### src/rtl/cfgport_pkg.sv
package cfgport_pkg;

  typedef enum logic [1:0] {
    ST_LOCKED = 2'd0,
    ST_KEY1   = 2'd1,
    ST_OPEN   = 2'd2
  } lock_state_t;

  localparam logic [7:0] KEY_BYTE  = 8'h87;
  localparam logic [7:0] EXIT_BYTE = 8'hAA;
  localparam logic [7:0] IDX_SEL   = 8'h07;
  localparam logic [7:0] IDX_GATE  = 8'h26;
  localparam logic [7:0] IDX_ACT   = 8'h30;
  localparam logic [7:0] GLOB_LO   = 8'h20;
  localparam int         GATE_BIT  = 6;

  // Map a banked index to a storage slot, or -1 when the index has no storage.
  function automatic int slot_of(input logic [7:0] idx, input int grp);
    int o;
    o = int'(idx);
    if (o >= 'h60 && o < 'h60 + grp) return o - 'h60;
    if (o >= 'h70 && o < 'h70 + grp) return grp + o - 'h70;
    if (o >= 'hF0 && o < 'hF0 + grp) return 2 * grp + o - 'hF0;
    return -1;
  endfunction

endpackage

### src/rtl/cfgport_unlock.sv
module cfgport_unlock
  import cfgport_pkg::*;
(
  input  logic       clk,
  input  logic       rst_n,
  input  logic       wr,
  input  logic       addr,
  input  logic [7:0] wdata,
  output logic       open,
  output logic [7:0] idx
);

  lock_state_t st;
  logic        idx_hit;
  assign idx_hit = wr && !addr;

  always_ff @(posedge clk or negedge rst_n) begin
    if (!rst_n) begin
      st  <= ST_LOCKED;
      idx <= 8'h00;
    end else if (wr) begin
      case (st)
        ST_LOCKED: if (idx_hit && wdata == KEY_BYTE) st <= ST_KEY1;
        ST_KEY1:   st <= (idx_hit && wdata == KEY_BYTE) ? ST_OPEN : ST_LOCKED;
        ST_OPEN: begin
          if (idx_hit) begin
            if (wdata == EXIT_BYTE) st <= ST_LOCKED;
            else                    idx <= wdata;
          end
        end
        default: st <= ST_LOCKED;
      endcase
    end
  end

  assign open = (st == ST_OPEN);

endmodule

### src/rtl/cfgport_global.sv
module cfgport_global
  import cfgport_pkg::*;
#(
  parameter int NGLOB = 16
) (
  input  logic       clk,
  input  logic       rst_n,
  input  logic       we,
  input  logic [7:0] idx,
  input  logic [7:0] wdata,
  output logic [7:0] rd,
  output logic [7:0] sel,
  output logic       rw_en
);

  localparam int GW = $clog2(NGLOB);

  logic [7:0] greg [NGLOB];
  logic       in_win;
  logic [GW-1:0] gofs;
  logic [7:0] diff;

  assign diff   = idx - GLOB_LO;
  assign in_win = (idx >= GLOB_LO) && (int'(diff) < NGLOB);
  assign gofs   = diff[GW-1:0];

  always_ff @(posedge clk or negedge rst_n) begin
    if (!rst_n) begin
      sel <= 8'h00;
      for (int i = 0; i < NGLOB; i++) greg[i] <= 8'h00;
    end else if (we) begin
      if (idx == IDX_SEL) sel <= wdata;
      else if (in_win)    greg[gofs] <= wdata;
    end
  end

  localparam logic [7:0] GATE_OFS = IDX_GATE - GLOB_LO;
  assign rw_en = greg[GATE_OFS[GW-1:0]][GATE_BIT];

  always_comb begin
    if (idx == IDX_SEL) rd = sel;
    else if (in_win)    rd = greg[gofs];
    else                rd = 8'h00;
  end

endmodule

### src/rtl/cfgport_bank.sv
module cfgport_bank
  import cfgport_pkg::*;
#(
  parameter int NDEV = 4,
  parameter int GRP  = 8
) (
  input  logic            clk,
  input  logic            rst_n,
  input  logic            we,
  input  logic [7:0]      idx,
  input  logic [7:0]      wdata,
  input  logic [7:0]      sel,
  output logic [7:0]      rd,
  output logic [NDEV-1:0] active
);

  localparam int NSLOT  = 3 * GRP;
  localparam int SLOT_W = $clog2(NSLOT);
  localparam int SEL_W  = (NDEV > 1) ? $clog2(NDEV) : 1;

  logic              slot_hit;
  logic [SLOT_W-1:0] slot;
  logic              sel_ok;
  logic [SEL_W-1:0]  sel_lo;
  logic [7:0]        rd_dev [NDEV];

  always_comb begin
    int t;
    t        = slot_of(idx, GRP);
    slot_hit = (t >= 0);
    slot     = SLOT_W'(slot_hit ? t : 0);
  end

  assign sel_ok = (int'(sel) < NDEV);
  assign sel_lo = sel[SEL_W-1:0];

  for (genvar d = 0; d < NDEV; d++) begin : g_dev
    logic [7:0] mem [NSLOT];
    logic       act;
    logic       mine;
    assign mine = we && sel_ok && (int'(sel_lo) == d);

    always_ff @(posedge clk or negedge rst_n) begin
      if (!rst_n) begin
        act <= 1'b0;
        for (int i = 0; i < NSLOT; i++) mem[i] <= 8'h00;
      end else if (mine) begin
        if (idx == IDX_ACT) act <= wdata[0];
        else if (slot_hit)  mem[slot] <= wdata;
      end
    end

    assign active[d] = act;
    assign rd_dev[d] = (idx == IDX_ACT) ? {7'b0, act} :
                       slot_hit         ? mem[slot]   : 8'h00;
  end

  assign rd = sel_ok ? rd_dev[sel_lo] : 8'h00;

endmodule

### src/rtl/cfgport_top.sv
module cfgport_top
  import cfgport_pkg::*;
#(
  parameter int NDEV  = 4,
  parameter int GRP   = 8,
  parameter int NGLOB = 16
) (
  input  logic            clk,
  input  logic            rst_n,
  input  logic            bus_addr,
  input  logic            bus_wr,
  input  logic            bus_rd,
  input  logic [7:0]      bus_wdata,
  output logic [7:0]      bus_rdata,
  output logic            bus_rvalid,
  output logic            cfg_unlocked,
  output logic [NDEV-1:0] dev_active
);

  logic       open;
  logic [7:0] idx;
  logic [7:0] glob_rd, bank_rd, sel;
  logic       rw_en, data_we, glob_we, bank_we, is_glob;
  logic [7:0] rd_next;

  cfgport_unlock u_unlock (
    .clk(clk), .rst_n(rst_n), .wr(bus_wr), .addr(bus_addr),
    .wdata(bus_wdata), .open(open), .idx(idx)
  );

  assign is_glob = (idx < IDX_ACT);
  assign data_we = open && bus_wr && bus_addr && (rw_en || idx == IDX_GATE);
  assign glob_we = data_we && is_glob;
  assign bank_we = data_we && !is_glob;

  cfgport_global #(.NGLOB(NGLOB)) u_global (
    .clk(clk), .rst_n(rst_n), .we(glob_we), .idx(idx), .wdata(bus_wdata),
    .rd(glob_rd), .sel(sel), .rw_en(rw_en)
  );

  cfgport_bank #(.NDEV(NDEV), .GRP(GRP)) u_bank (
    .clk(clk), .rst_n(rst_n), .we(bank_we), .idx(idx), .wdata(bus_wdata),
    .sel(sel), .rd(bank_rd), .active(dev_active)
  );

  always_comb begin
    if (!open)          rd_next = 8'hFF;
    else if (!bus_addr) rd_next = idx;
    else if (is_glob)   rd_next = glob_rd;
    else                rd_next = bank_rd;
  end

  always_ff @(posedge clk or negedge rst_n) begin
    if (!rst_n) begin
      bus_rvalid <= 1'b0;
      bus_rdata  <= 8'h00;
    end else begin
      bus_rvalid <= bus_rd && !bus_wr;
      if (bus_rd && !bus_wr) bus_rdata <= rd_next;
    end
  end

  assign cfg_unlocked = open;

endmodule

### config.mk
export PLATFORM = sky130hd
export DESIGN_NAME = cfgport_top
export DESIGN_NICKNAME = d
export VERILOG_FILES = /design/src/rtl/cfgport_pkg.sv /design/src/rtl/cfgport_unlock.sv /design/src/rtl/cfgport_global.sv /design/src/rtl/cfgport_bank.sv /design/src/rtl/cfgport_top.sv
export SDC_FILE = /design/constraint.sdc
export NUM_CORES = 1
export LEC_CHECK = 0
export BUFFER_PORTS_ARGS = -buffer_cell sky130_fd_sc_hd__clkbuf_2
export CAP_MARGIN = 20
export CELL_PAD_IN_SITES_DETAIL_PLACEMENT = 0
export CELL_PAD_IN_SITES_GLOBAL_PLACEMENT = 1
export CORE_MARGIN = 3
export CORE_UTILIZATION = 43
export DETAILED_ROUTE_END_ITERATION = 7
export PLACE_DENSITY_LB_ADDON = 0.1
export SLEW_MARGIN = 10
export SYNTH_ARGS = -nofsm -noshare
export SYNTH_HDL_FRONTEND = slang
export SYNTH_HIERARCHICAL = 1
export SYNTH_SLANG_ARGS = --single-unit
### constraint.sdc
create_clock -name clk -period 3.85 [get_ports clk]
set_clock_uncertainty 0.15 [all_clocks]
set_input_delay 0.77 -clock clk [delete_from_list [all_inputs] [get_ports clk]]
set_output_delay 0.77 -clock clk [all_outputs]
set_load 0.05 [all_outputs]
# == Word-level counts from Yosys, hierarchy flattened ==
# Index checks and enable logic that the tools add are counted.
# totals
regBits,927
n_memories,0
ram_bits,0
romBits,0
output_inout_bits,14
input_bits,13
latch_bits,0
# classes
n_div,0
n_eq_ne,13
mux,59
n_bitwise,6
n_lt_le_gt_ge,16
shifts,0
mul,0
n_reduce_logical,37
n_addsub,6
# op_table
operator,count
$bwmux 192,4
$mux 8,28
$mux 32,6
$bmux 8 s5,4
$bwmux 128,1
$demux 8 s5,1
$bmux 8 s4,1
$demux 8 s4,1
$ge 32x1->1 const B,1
$sub 32x7->32 const B,1
$sub 32x8->32 const B,1
$logic_and 1x1->1,19
$bmux 8 s2,1
$eq 8x6->1 const B,2
$eq 8x8->1 const B,2
$ge 8x7->1 const B,2
$lt 8x7->1 const B,2
$reduce_and 3->1,5
$reduce_and 2->1,5
$add 4x8->9 const A,1
$add 5x8->9 const A,1
$sub 8x7->9 const B,1
$eq 8x3->1 const B,1
$ge 8x6->1 const B,1
other kinds (26),45

# == Longest topological paths before layout ==
# logic_depth
ltp_word,24
depth_mapped,16

# == Cells and area by module ==
# Netlist, hierarchy kept.
# modules_own_cells
module,instances,area_each_um2,cells_each,seq_area_each_um2
cfgport_bank,1,36964.2,2970,19318.5
cfgport_global,1,6303.5,396,3403.3
cfgport_top,1,535.5,64,225.2
cfgport_unlock,1,469.2,31,250.2

# == Worst setup path after synthesis ==
# No wires, ideal clock.
# synth_path
path_type,register -> register
start,register u_unlock.idx[4]
end,register bus_rdata[6]
path_stages_with_launch,16
required_ns,3.573
period_less_slack_ns,3.395
slack_ns,0.455
n_path_buf,4
t_arrival_ns,3.118
cell_sequence,dfrtp_1 > buf_4 > inv_1 > ha_1 > and3b_1 > clkbuf_1 > or4_1 > clkbuf_1 > buf_4 > o22ai_1 > a211oi_1 > or4_1 > nand3_1 > a32oi_1 > nand3_1 > a31oi_1
# synth_between
elab_chain_len,23
# synth_rtl
element,line,source
from (decl),cfgport_unlock.sv:10,output logic [7:0] idx
from (signal assigned),cfgport_unlock.sv:28,else idx <= wdata;
"parallel branches: the longest is 16 deep, another holds $sub 32x7->32",--,
$bmux 8 s2 *,cfgport_bank.sv:58,assign rd = sel_ok ? rd_dev[sel_lo] : 8'h00;
$mux 8 (not written as such) * (2 in a row),cfgport_bank.sv:58,
$mux 8 *,cfgport_bank.sv:58,
net bank_rd[6],cfgport_top.sv:22,"logic [7:0] glob_rd, bank_rd, sel;"
$mux 8 *,cfgport_top.sv:49,else if (is_glob) rd_next = glob_rd;
$mux 8 *,cfgport_top.sv:48,else if (!bus_addr) rd_next = idx;
$mux 8 *,cfgport_top.sv:47,if (!open) rd_next = 8'hFF;
to (signal assigned),cfgport_top.sv:59,if (bus_rd && !bus_wr) bus_rdata <= rd_next;
to (decl),cfgport_top.sv:14,"output logic [7:0] bus_rdata,"
# Mark *: on every way through the listed nets, which the timed path passes. The select of a mux whose other input is x is not followed.
# A chain may end at the register's enable or synchronous reset.

# == Worst setup path after layout ==
# layout_path
start,register u_unlock.idx[3]
end,register bus_rdata[5]
# Same word-level chain as after synthesis.

==> flow_summary.yaml <==
layout:
  synthToLayoutAreaGrowth_pct: 15.2
  layout-drive-gt1-share_pct: 41.9
  layout_common_cells: "mux2_2, dfrtp_1, buf_4"
  final_nets: 3602
  fin_util_pct: 50.0
  diodes: 0
  final_common_cell: "mux2_2"
  fill_cells: 8971
critical_path:
  crit_chain: "buf_4, and3b_1, buf_4, and4_4, buf_12, o22ai_1, nor3_1, or3_1, nand4_1, a32oi_1, buf_4, nand3_1, a31oi_1"
  crit_top_cell: "buf_4"
  max_stage_delay_ns: 0.41
  cp_max_fo: 40
  critPathBufInv: 4
  path_class: "reg -> reg"
  slowest_stage: "dfrtp_2"
  r2r_cells: 13
  cp.arrival_ns: 4.27
  cp.depth: 13
  cp.required_ns: 4.30
  critPathLaunchType: "register"
  crit_family: "simple AND/OR/NAND/NOR gates"
  crit_path_end_kind: "register"
yosys:
  yosysSeqAreaShare_pct: 52.4
  avgSynthCellArea_um2: 12.8
  yosys_warnings: 6
  synth.largest_area_cell: "dfrtp_1"
  synth-main-ff-cell: "dfrtp_1"
  yosysUniqueCellTypes: 91
  ys_ff_latch: 927
  synth_cells: 3461
  synth_nets: 3477
  synth_area_leaders: "dfrtp_1, mux2_2, mux2i_1"
  synth_top_area_share_pct: 52.4
  syn-cell-area_um2: 44300
  synth_edf_count: 0
  synthArstFlopShare_pct: 100
global_routing:
  grtUsageTotal_pct: 28.7
  grt_overflow: 0
  first_global_vias: 32020
  grt_max_degree: 144
  grt_pass1_wl_um: 228000
  antenna_found_initial: 1
drt:
  wl_um: 154000
  drcViolationCount: 0
  wire_per_inst_um: 30.7
  route.vias.total: 31126
  drtPass1Iterations: 6
  drtAntennaViolNets: 0
  routed_via_density: 6.19
  first_iter_violations: 2832
power_and_ir_drop:
  p_int_uw: 16700
  seqPwrFrac_pct: 42.7
  p_comb_share_pct: 14.4
  p_leak_uw: 0.0243
  power_uw: 23000
  power.density_nw_per_um2: 451
  p_sw_share_pct: 27.6
  switchingPower_uw: 6340
  clockPowerShare_pct: 42.9
  vdd_ir_drop_max_mv: 0.350
clock_network:
  cts_tree: "yes"
  clk_path_buf_depth: 3
  htree_levels: 3
  clk_latency_ns: 0.68
  clockRootBuffer: "clkbuf_16"
  cts_inserted_buffers: 102
  clk_pin_slew_worst_paths_ns: 0.06
  cts_sinks: 927
sta:
  slew_headroom_pct: 26.2
  hold_viol_final: 0
  fin_ws_ns: 0.0326
  maxSlewViolCount: 0
  setup_viol: 0
  fmax_ghz: 0.262
  whs_ns: 0.232
  fin_crit_sh_pct: 99.2
  period_needed_ns: 3.82
  tightest_slew_ns: 1.11
floorplan:
  die_w_um: 327
  start_util_pct: 43.4
  row_count: 117
  dieArea_um2: 107000
  ioPinCount: 27
  core-area_um2: 102000
  die_h_um: 327
run_status:
  status: "finished clean"
flow_run:
  drv_cap: 0
placement:
  dp_hpwl_um: 103000
  gp_congestion: 0.900
  port_buffers: 26
  place_ws_ns: -0.323
min_path:
  min_path_cells: 2
  hold_class: "in -> reg"
synth_stat cells (20+ instances only):
library cell	n
nor3_1	33
a2bb2oi_1	32
mux2_1	24
nand4_1	21
a31oi_1	22
nor2_2	29
o22ai_1	114
mux2_2	924
mux2i_1	100
a21oi_1	99
o21ai_0	75
buf_2	84
dfrtp_1	927
clkbuf_1	158
mux4_2	44
a211oi_1	26
nand3_1	53
inv_1	20
o221ai_1	48
nand2_1	148
nor2_1	151
metal layers:
metal	vias to the layer above	share of wire [%]	global-route usage, %
met1	16716	45	41.2
met4	0	3.3	8.81
met2	1006	46	45.0
met5	-	0	0
li1	13147	-	-
met3	257	5.3	4.48
stage by stage:
stage	setup TNS, ns	cell area (um^2)	std cells
final	0	51000	5031
after CTS	0	50900	5029
after global placement	-3.01	47500	4845
after detailed placement	-6.97	47500	4845
after floorplan	0	44300	3461
after global routing	-0.00647	51000	5031
state kept, by name, summed over array words and instances, names as in the netlist:
name / flops
bus_rdata: 8
bus_rvalid: 1
u_bank/g_dev.act: 4
u_bank/g_dev.mem: 768
u_global/greg: 127
u_global/rw_en: 1
u_global/sel: 8
u_unlock/idx: 8
u_unlock/st: 2
logic make-up (layout without fill, tap and decap cells):
logic type      after synthesis  count (layout)  synth area share, %
compound gates              565             565                 8.96
xor+xnor                      3               3               0.0763
fa+ha+maj                     3               3               0.0848
buf+inv                     294             496                 2.86
flops                       927             927                 52.4
mux                        1092            1092                 28.6
simple gates                577             577                 7.01
worst paths after layout:
| check | from | endpoint | slack (ns) |
|---|---|---|---|
| setup / recovery | u_unlock/idx[3]$_DFFE_PN0P_ | bus_rdata[5]$_DFFE_PN0P_ | 0.03 |
| hold / removal | bus_wr | u_unlock/st[0]$_DFFE_PN0P_ | 0.23 |
| setup reg to reg | u_unlock/idx[3]$_DFFE_PN0P_ | bus_rdata[5]$_DFFE_PN0P_ | 0.03 |
| hold reg to reg | u_global/greg[62]$_DFFE_PN0P_ | u_global/greg[62]$_DFFE_PN0P_ | 0.34 |
| max in group asynchronous | rst_n | u_bank/g_dev[0].mem[186]$_DFFE_PN0P_ | 1.82 |
| min in group asynchronous | rst_n | u_bank/g_dev[1].mem[115]$_DFFE_PN0P_ | 0.44 |
final cells by class:
cell class	count	area [um^2]	share of cell area [%]
multi-input combinational	2240	20000	39.1
sequential	927	23200	45.5
timing repair buffer	294	2680	5.26
inverter	21	78.8	0.155
clock buffer	160	3060	6.01
clock inverter	21	299	0.586
tap	1368	1710	3.36
repair_timing:
action / CTS / global route
endpoints found under the hold margin: 21 / 0
buffers inserted: 2 / 2
hold buffers: 1 / 0
pin swaps: 0 / 2
setup endpoints to repair: 197 / 167
gates resized for setup: 9 / 23
power by group through the flow:
stage	Clock, uW	Combinational (uW)	Sequential, uW
final	9870	3320	9830
after global routing	10500	3450	9830
after CTS	10100	3270	9830
after detailed placement	0	3250	10000
after global placement	0	3230	10000
after floorplan	0	1510	10100
(Power assumes the default switching activity.)
